## src/rtl/lsusb_tx_pkg.sv

```systemverilog
package lsusb_tx_pkg;

    localparam int          BYTE_W    = 8;
    localparam int          BIDX_W    = $clog2(BYTE_W);
    localparam logic [7:0]  SYNC_BYTE = 8'h80;

    typedef enum logic [2:0] {
        ST_IDLE,
        ST_PRE,
        ST_BIT,
        ST_SE0,
        ST_JEND,
        ST_FIN
    } tx_state_e;

    typedef enum logic [2:0] {
        LC_HOLD,
        LC_PRESET,
        LC_DATA,
        LC_STUFF,
        LC_SE0,
        LC_IDLEJ,
        LC_PARK
    } line_cmd_e;

    typedef struct packed {
        logic dp;
        logic dm;
    } line_t;

    localparam line_t LINE_J   = '{dp: 1'b0, dm: 1'b1};
    localparam line_t LINE_SE0 = '{dp: 1'b0, dm: 1'b0};

    function automatic line_t line_flip(line_t l);
        return '{dp: ~l.dp, dm: ~l.dm};
    endfunction

endpackage

```

## src/rtl/lsusb_bit_timer.sv

```systemverilog
module lsusb_bit_timer #(
    parameter int BIT_CLKS = 10,
    localparam int TMR_W = (BIT_CLKS > 1) ? $clog2(BIT_CLKS) : 1
)(
    input  logic clk,
    input  logic rst,
    input  logic run_i,
    output logic tick_o
);

    logic [TMR_W-1:0] cnt_q;
    logic             last;

    assign last   = (cnt_q == TMR_W'(BIT_CLKS - 1));
    assign tick_o = run_i && last;

    always_ff @(posedge clk) begin
        if (rst || !run_i) begin
            cnt_q <= '0;
        end else if (last) begin
            cnt_q <= '0;
        end else begin
            cnt_q <= cnt_q + TMR_W'(1);
        end
    end

    assert_tmr_bound_R5: assert property (@(posedge clk) disable iff (rst)
        cnt_q <= TMR_W'(BIT_CLKS - 1));

    assert_tick_single_R5: assert property (@(posedge clk) disable iff (rst)
        tick_o |=> !tick_o);

endmodule

```

## src/rtl/lsusb_nrzi_stuffer.sv

```systemverilog
module lsusb_nrzi_stuffer
    import lsusb_tx_pkg::*;
#(
    parameter int STUFF_RUN = 6,
    localparam int RUN_W = $clog2(STUFF_RUN + 1)
)(
    input  logic      clk,
    input  logic      rst,
    input  line_cmd_e cmd_i,
    input  logic      bit_i,
    output line_t     line_o,
    output logic      stuff_due_o
);

    line_t            line_q;
    logic [RUN_W-1:0] run_q;

    assign line_o      = line_q;
    assign stuff_due_o = (run_q == RUN_W'(STUFF_RUN));

    always_ff @(posedge clk) begin
        if (rst) begin
            line_q <= LINE_SE0;
            run_q  <= '0;
        end else begin
            unique case (cmd_i)
                LC_PRESET: begin
                    line_q <= LINE_J;
                    run_q  <= '0;
                end
                LC_DATA: begin
                    if (bit_i) begin
                        run_q <= run_q + RUN_W'(1);
                    end else begin
                        line_q <= line_flip(line_q);
                        run_q  <= '0;
                    end
                end
                LC_STUFF: begin
                    line_q <= line_flip(line_q);
                    run_q  <= '0;
                end
                LC_SE0:   line_q <= LINE_SE0;
                LC_IDLEJ: line_q <= LINE_J;
                LC_PARK:  line_q <= LINE_SE0;
                default:  ;
            endcase
        end
    end

    assert_run_bound_R6: assert property (@(posedge clk) disable iff (rst)
        run_q <= RUN_W'(STUFF_RUN));

    assert_no_data_when_due_R6: assert property (@(posedge clk) disable iff (rst)
        (cmd_i == LC_DATA) |-> !stuff_due_o);

endmodule

```

## src/rtl/lsusb_addr_reg.sv

```systemverilog
module lsusb_addr_reg #(
    parameter int ADDR_W = 7
)(
    input  logic              clk,
    input  logic              rst,
    input  logic              wr_i,
    input  logic [ADDR_W-1:0] wdata_i,
    input  logic              commit_i,
    output logic [ADDR_W-1:0] addr_o
);

    logic [ADDR_W-1:0] pend_q;
    logic [ADDR_W-1:0] act_q;

    assign addr_o = act_q;

    always_ff @(posedge clk) begin
        if (rst) begin
            pend_q <= '0;
            act_q  <= '0;
        end else begin
            if (wr_i) begin
                pend_q <= wdata_i;
            end
            if (commit_i) begin
                act_q <= pend_q;
            end
        end
    end

endmodule

```

## src/rtl/lsusb_tx.sv

```systemverilog
module lsusb_tx
    import lsusb_tx_pkg::*;
#(
    parameter int BIT_CLKS     = 10,
    parameter int MIN_BYTES    = 2,
    parameter int MAX_BYTES    = 12,
    parameter int STUFF_RUN    = 6,
    parameter int EOP_SE0_BITS = 2,
    parameter int ADDR_W       = 7,
    localparam int CNT_W = $clog2(MAX_BYTES + 1)
)(
    input  logic              clk,
    input  logic              rst,
    input  logic              start_i,
    input  logic [CNT_W-1:0]  nbytes_i,
    output logic              fetch_o,
    input  logic [7:0]        fetch_data_i,
    input  logic              addr_wr_i,
    input  logic [ADDR_W-1:0] addr_i,
    output logic              dp_o,
    output logic              dm_o,
    output logic              oe_o,
    output logic              busy_o,
    output logic              done_o,
    output logic [ADDR_W-1:0] dev_addr_o
);

    localparam int               EOP_W    = $clog2(EOP_SE0_BITS + 1);
    localparam logic [BIDX_W-1:0] BIT_LAST = BIDX_W'(BYTE_W - 1);

    tx_state_e          state_q;
    logic [CNT_W-1:0]   left_q;
    logic               is_data_q;
    logic [BIDX_W-1:0]  bidx_q;
    logic [7:0]         shift_q;
    logic [7:0]         next_q;
    logic               fetch_q;
    logic [EOP_W-1:0]   eop_q;
    logic               done_q;

    logic               tick;
    logic               driving;
    logic               start_ok;
    logic               stuff_due;
    logic               commit;
    line_cmd_e          cmd;
    logic               cbit;
    line_t              line;

    assign driving  = (state_q == ST_BIT) || (state_q == ST_SE0) || (state_q == ST_JEND);
    assign start_ok = (state_q == ST_IDLE) && start_i &&
                      (nbytes_i >= CNT_W'(MIN_BYTES)) && (nbytes_i <= CNT_W'(MAX_BYTES));

    lsusb_bit_timer #(.BIT_CLKS(BIT_CLKS)) timer_i (
        .clk    (clk),
        .rst    (rst),
        .run_i  (driving),
        .tick_o (tick)
    );

    // Line command: what the encoder does at the coming edge
    always_comb begin
        cmd  = LC_HOLD;
        cbit = shift_q[0];
        unique case (state_q)
            ST_IDLE: if (start_ok) cmd = LC_PRESET;
            ST_PRE:  cmd = LC_DATA;
            ST_BIT: begin
                if (tick) begin
                    if (stuff_due) begin
                        cmd = LC_STUFF;
                    end else if (bidx_q != BIT_LAST) begin
                        cmd  = LC_DATA;
                        cbit = shift_q[1];
                    end else if (left_q == '0) begin
                        cmd = LC_SE0;
                    end else begin
                        cmd  = LC_DATA;
                        cbit = next_q[0];
                    end
                end
            end
            ST_SE0:  if (tick && eop_q == EOP_W'(EOP_SE0_BITS - 1)) cmd = LC_IDLEJ;
            ST_JEND: if (tick) cmd = LC_PARK;
            default: ;
        endcase
    end

    lsusb_nrzi_stuffer #(.STUFF_RUN(STUFF_RUN)) enc_i (
        .clk         (clk),
        .rst         (rst),
        .cmd_i       (cmd),
        .bit_i       (cbit),
        .line_o      (line),
        .stuff_due_o (stuff_due)
    );

    assign commit = (cmd == LC_SE0) && is_data_q;

    lsusb_addr_reg #(.ADDR_W(ADDR_W)) addr_i0 (
        .clk      (clk),
        .rst      (rst),
        .wr_i     (addr_wr_i),
        .wdata_i  (addr_i),
        .commit_i (commit),
        .addr_o   (dev_addr_o)
    );

    always_ff @(posedge clk) begin
        if (rst) begin
            state_q   <= ST_IDLE;
            left_q    <= '0;
            is_data_q <= 1'b0;
            bidx_q    <= '0;
            shift_q   <= '0;
            next_q    <= '0;
            fetch_q   <= 1'b0;
            eop_q     <= '0;
            done_q    <= 1'b0;
        end else begin
            fetch_q <= 1'b0;
            done_q  <= 1'b0;
            if (fetch_q) begin
                next_q <= fetch_data_i;
            end
            unique case (state_q)
                ST_IDLE: begin
                    if (start_ok) begin
                        left_q    <= nbytes_i - CNT_W'(1);
                        is_data_q <= (nbytes_i > CNT_W'(MIN_BYTES));
                        shift_q   <= SYNC_BYTE;
                        bidx_q    <= '0;
                        state_q   <= ST_PRE;
                    end
                end
                ST_PRE: state_q <= ST_BIT;
                ST_BIT: begin
                    if (tick && !stuff_due) begin
                        if (bidx_q != BIT_LAST) begin
                            bidx_q  <= bidx_q + BIDX_W'(1);
                            shift_q <= {1'b0, shift_q[7:1]};
                            if (bidx_q == BIT_LAST - BIDX_W'(1) && left_q != '0) begin
                                fetch_q <= 1'b1;
                            end
                        end else if (left_q == '0) begin
                            state_q <= ST_SE0;
                            eop_q   <= '0;
                        end else begin
                            shift_q <= next_q;
                            bidx_q  <= '0;
                            left_q  <= left_q - CNT_W'(1);
                        end
                    end
                end
                ST_SE0: begin
                    if (tick) begin
                        if (eop_q == EOP_W'(EOP_SE0_BITS - 1)) begin
                            state_q <= ST_JEND;
                        end else begin
                            eop_q <= eop_q + EOP_W'(1);
                        end
                    end
                end
                ST_JEND: if (tick) state_q <= ST_FIN;
                ST_FIN: begin
                    state_q <= ST_IDLE;
                    done_q  <= 1'b1;
                end
                default: state_q <= ST_IDLE;
            endcase
        end
    end

    assign dp_o    = line.dp;
    assign dm_o    = line.dm;
    assign oe_o    = driving;
    assign busy_o  = (state_q != ST_IDLE);
    assign done_o  = done_q;
    assign fetch_o = fetch_q;

    assert_idle_quiet_R11: assert property (@(posedge clk) disable iff (rst)
        !busy_o |-> (!oe_o && !dp_o && !dm_o));

    assert_preset_j_R3: assert property (@(posedge clk) disable iff (rst)
        $rose(busy_o) |-> (!oe_o && !dp_o && dm_o));

    assert_take_bus_R3: assert property (@(posedge clk) disable iff (rst)
        $rose(busy_o) |=> oe_o);

    assert_data_is_jk_R5: assert property (@(posedge clk) disable iff (rst)
        (state_q == ST_BIT) |-> (dp_o != dm_o));

    assert_fetch_pulse_R4: assert property (@(posedge clk) disable iff (rst)
        fetch_o |=> !fetch_o);

    assert_done_after_release_R8: assert property (@(posedge clk) disable iff (rst)
        done_o |-> (!busy_o && !oe_o && $past(busy_o) && !$past(oe_o)));

    assert_addr_moves_in_eop_R9: assert property (@(posedge clk) disable iff (rst)
        !$stable(dev_addr_o) |-> (oe_o && !dp_o && !dm_o));

endmodule

```

## config.mk

```make
export PLATFORM = sky130hd
export DESIGN_NAME = lsusb_tx
export DESIGN_NICKNAME = d
export VERILOG_FILES = /design/src/rtl/lsusb_tx_pkg.sv /design/src/rtl/lsusb_bit_timer.sv /design/src/rtl/lsusb_nrzi_stuffer.sv /design/src/rtl/lsusb_addr_reg.sv /design/src/rtl/lsusb_tx.sv
export SDC_FILE = /design/constraint.sdc
export NUM_CORES = 1
export LEC_CHECK = 0
export CORE_ASPECT_RATIO = 1.1
export CORE_MARGIN = 2
export CORE_UTILIZATION = 35
export CTS_CLUSTER_SIZE = 30
export DETAILED_ROUTE_END_ITERATION = 7
export SLEW_MARGIN = 0
export SYNTH_ARGS = -nofsm -noshare
export SYNTH_HDL_FRONTEND = slang
export SYNTH_SLANG_ARGS = --single-unit
```

## constraint.sdc

```tcl
create_clock -name clk -period 2.9 [get_ports clk]
set_clock_uncertainty 0.2 [all_clocks]
set_input_delay 0.29 -clock clk [delete_from_list [all_inputs] [get_ports clk]]
set_output_delay 0.29 -clock clk [all_outputs]
set_load 0.01 [all_outputs]
```

==> results.toml <==
[critical_path]
rr_worst_depth = 5
critPathKind = "reg2reg"
r2r_setup_slack_ns = 0.30
cp-start-kind = "flip-flop"
required_ns = 2.95
r2r-start = "state_q[1]"
crit_arrival_ns = 2.64
cp_max_fo = 12
setup.worst_path.end = "bidx_q[1]"
end_kind = "flip-flop"
timing.rr.end = "bidx_q[1]"
startpoint = "state_q[1]"

[drt]
drtAntennaViolNets = 0
routed_wl_mm = 5.49
drcViolationCount = 0
vias_per_cell = 5.27
drt_iter0_markers = 61
dr_total_vias = 2204
dr.pass1.iters = 4
avgRoutedWirePerCell_um = 13.1

[sta]
hold_viol = 0
finalSetupViolCount = 0
slew_violations = 0
slew_headroom_pct = 45.6
worst_slack_ns = 0.303
fmax_mhz = 385
tns_ns = 0
fin_crit_sh_pct = 89.6
period_needed_ns = 2.60
rsz0062_at_grt = "false"
tightest_slew_ns = 0.808

[layout]
fillCellCount = 741
layout-area-overhead-vs-synth_pct = 21.0
register_area_sq_um = 1080
multiInputGateArea_sq_um = 1470
num_antenna_cells = 0
finalNonFillerCells = 418
layout-drive-gt1-share_pct = 10.3
nNetsFinal = 362
final_area_sq_um = 3220

[placed_design]
gp_congestion = 0.733
dp_cells = 410
numPortBuffers = 35
dpl_worst_slack_ns = 0.186
dpl-instance-area_sq_um = 3110
hpwl_mm = 3.97

[job]
max-cap-violations = 0

[global_routing]
use_met2_pct = 23.4
antenna_found_initial = 0
grt.total_usage_pct = 14.1
use_met3_pct = 2.60
gr-total-overflow = 0
grt_pass1_vias = 2118
grt_start_max_net_pins = 36
grtUsageMet1_pct = 18.1
grt-busiest-layer = "met2"
grt_first_pass_wirelength_mm = 9.45

[cts]
cts_root_buffer = "clkbuf_8"
post-cts-setup-buffers = 0
insertion_delay_ns = 0.31
cts_hold_buf = 0
cts_inserted_buffers = 5
path_clk_slew_ns = 0.10
cts_tree = "done"
cts_max_path_buffers = 2
htree_levels = 2
clock-sinks = 54
cts_resized = 0

[run_status]
outcome = "completed"

[yosys]
synth_top_cell_area_share_pct = 40.7
synthMuxAreaShare_pct = 12.3
synth_top_family_by_area = "simple AND/OR/NAND/NOR gates"
netlist_area_sq_um = 2660
synthTopCellsByCount = "dfxtp_1 (54), nor2_1 (50), mux2i_1 (26)"
syn_avg_cell_area_sq_um = 8.98
synth_edf_count = 0
yosysUniqueCellTypes = 56
ys_warn_count = 0
ys_dominant_reg_cell = "dfxtp_1"
synth_area_leaders = "dfxtp_1 (41%), mux2i_1 (9.8%), nor2_1 (7.1%)"
yosys.area_share.simple_pct = 23.5
synth-seq-cells = 54
syn-num-nets = 328
yosys.area.top_type = "dfxtp_1"
synth_xor_area_share_pct = 0.659
syn_inst = 296
synth.most_common_cell = "dfxtp_1"
synth_fa_ha_area_share_pct = 4.24
ys_seq_area_share_pct = 40.7
async_flop_share_pct = 0
synth_compound_area_share_pct = 14.5

[floorplanning]
core_sq_um = 7430
initial_core_util_pct = 35.8
dieArea_sq_um = 8310
die_y_um = 95.4
rows = 33
dieWidth_um = 87.1
ioPinCount = 36

[hold_path]
hp-class = "in2reg"
worstHoldPathCells = 2

[pwr]
p_leak_nw = 1.21
pwr_density_cell_nw_per_um2 = 458
worst_ir_drop_vdd_v = 0.000249
-- registers in the layout (all words and copies together) (netlist names) --
name	cells
addr_i0.addr_o	7
is_data_q	1
bidx_q	3
left_q	4
next_q	8
state_q	3
shift_q	8
timer_i.cnt_q	4
eop_q	2
fetch_o	1
enc_i.line_o	2
done_o	1
enc_i.run_q	3
addr_i0.pend_q	7
-- cells in the final DEF (no fill, tap or decap), drive strengths merged, types with 4 or more instances in the layout --
cell           count
clkbuf             6
buf               12
ha                 9
or3                4
mux2               6
mux2i             26
a22oi              8
nor2              50
dfxtp             54
o21ai              9
a21oi              9
or4                4
nor2b              5
nand4              7
clkdlybuf4s50     34
nand2             20
a31oi              5
inv                5
nand3b             4
-- kinds of logic (layout without fill, tap and decap cells) --
group,Yosys count,in the layout
fa+ha+maj,9,9
xor+xnor,2,2
flops,54,54
compound gates,54,54
simple gates,121,121
mux,32,32
buf+inv,24,59
-- critical path, stage by stage (launching register included) --
cell and delay, ns:
dfxtp_1 0.42, or3_1 0.48, nor3_1 0.40, o21ai_0 0.39
or4_1 0.50, a21oi_1 0.14
-- metrics by stage --
| step | power [mW] | utilization, % | hold slack (ns) |
|---|---|---|---|
| 5_1_grt | 1.55 | 43.3 | 0.301 |
| 3_3_place_gp | 0.987 | 41.8 | 0.254 |
| 2_1_floorplan | 0.907 | - | 0.234 |
| 6_report | 1.47 | 43.3 | 0.270 |
| 4_1_cts | 1.50 | 43.3 | 0.274 |
| 3_5_place_dp | 0.989 | 41.8 | 0.263 |
-- layer usage --
metal,part of all wire (%),wire [um]
met1,48,2660
met2,47,2560
met3,3.2,176
met4,1.6,90
met5,0,0
-- layout make-up --
cell class / count / area share, %
multi-input combinational: 218 / 45.7
sequential: 54 / 33.6
timing repair buffer: 46 / 13.3
tap: 87 / 3.38
clock buffer: 6 / 2.26
clock inverter: 2 / 1.17
inverter: 5 / 0.583
-- worst min path at each step --
stage	start	to	slack, ns
2_1_floorplan	timer_i.cnt_q[0]	timer_i.cnt_q[0]	0.23
4_1_cts	rst	bidx_q[2]	0.27
6_report	rst	next_q[6]	0.27
3_3_place_gp	timer_i.cnt_q[0]	timer_i.cnt_q[0]	0.25
3_5_place_dp	timer_i.cnt_q[0]	timer_i.cnt_q[0]	0.26
5_1_grt	rst	next_q[7]	0.30
-- report_power, final --
group | leakage [nW] | internal (mW) | switching (mW)
clock network | 0.0514 | 0.258 | 0.244
logic | 0.720 | 0.0942 | 0.0963
registers | 0.438 | 0.762 | 0.0183
Power figures use the tool's default switching activity.
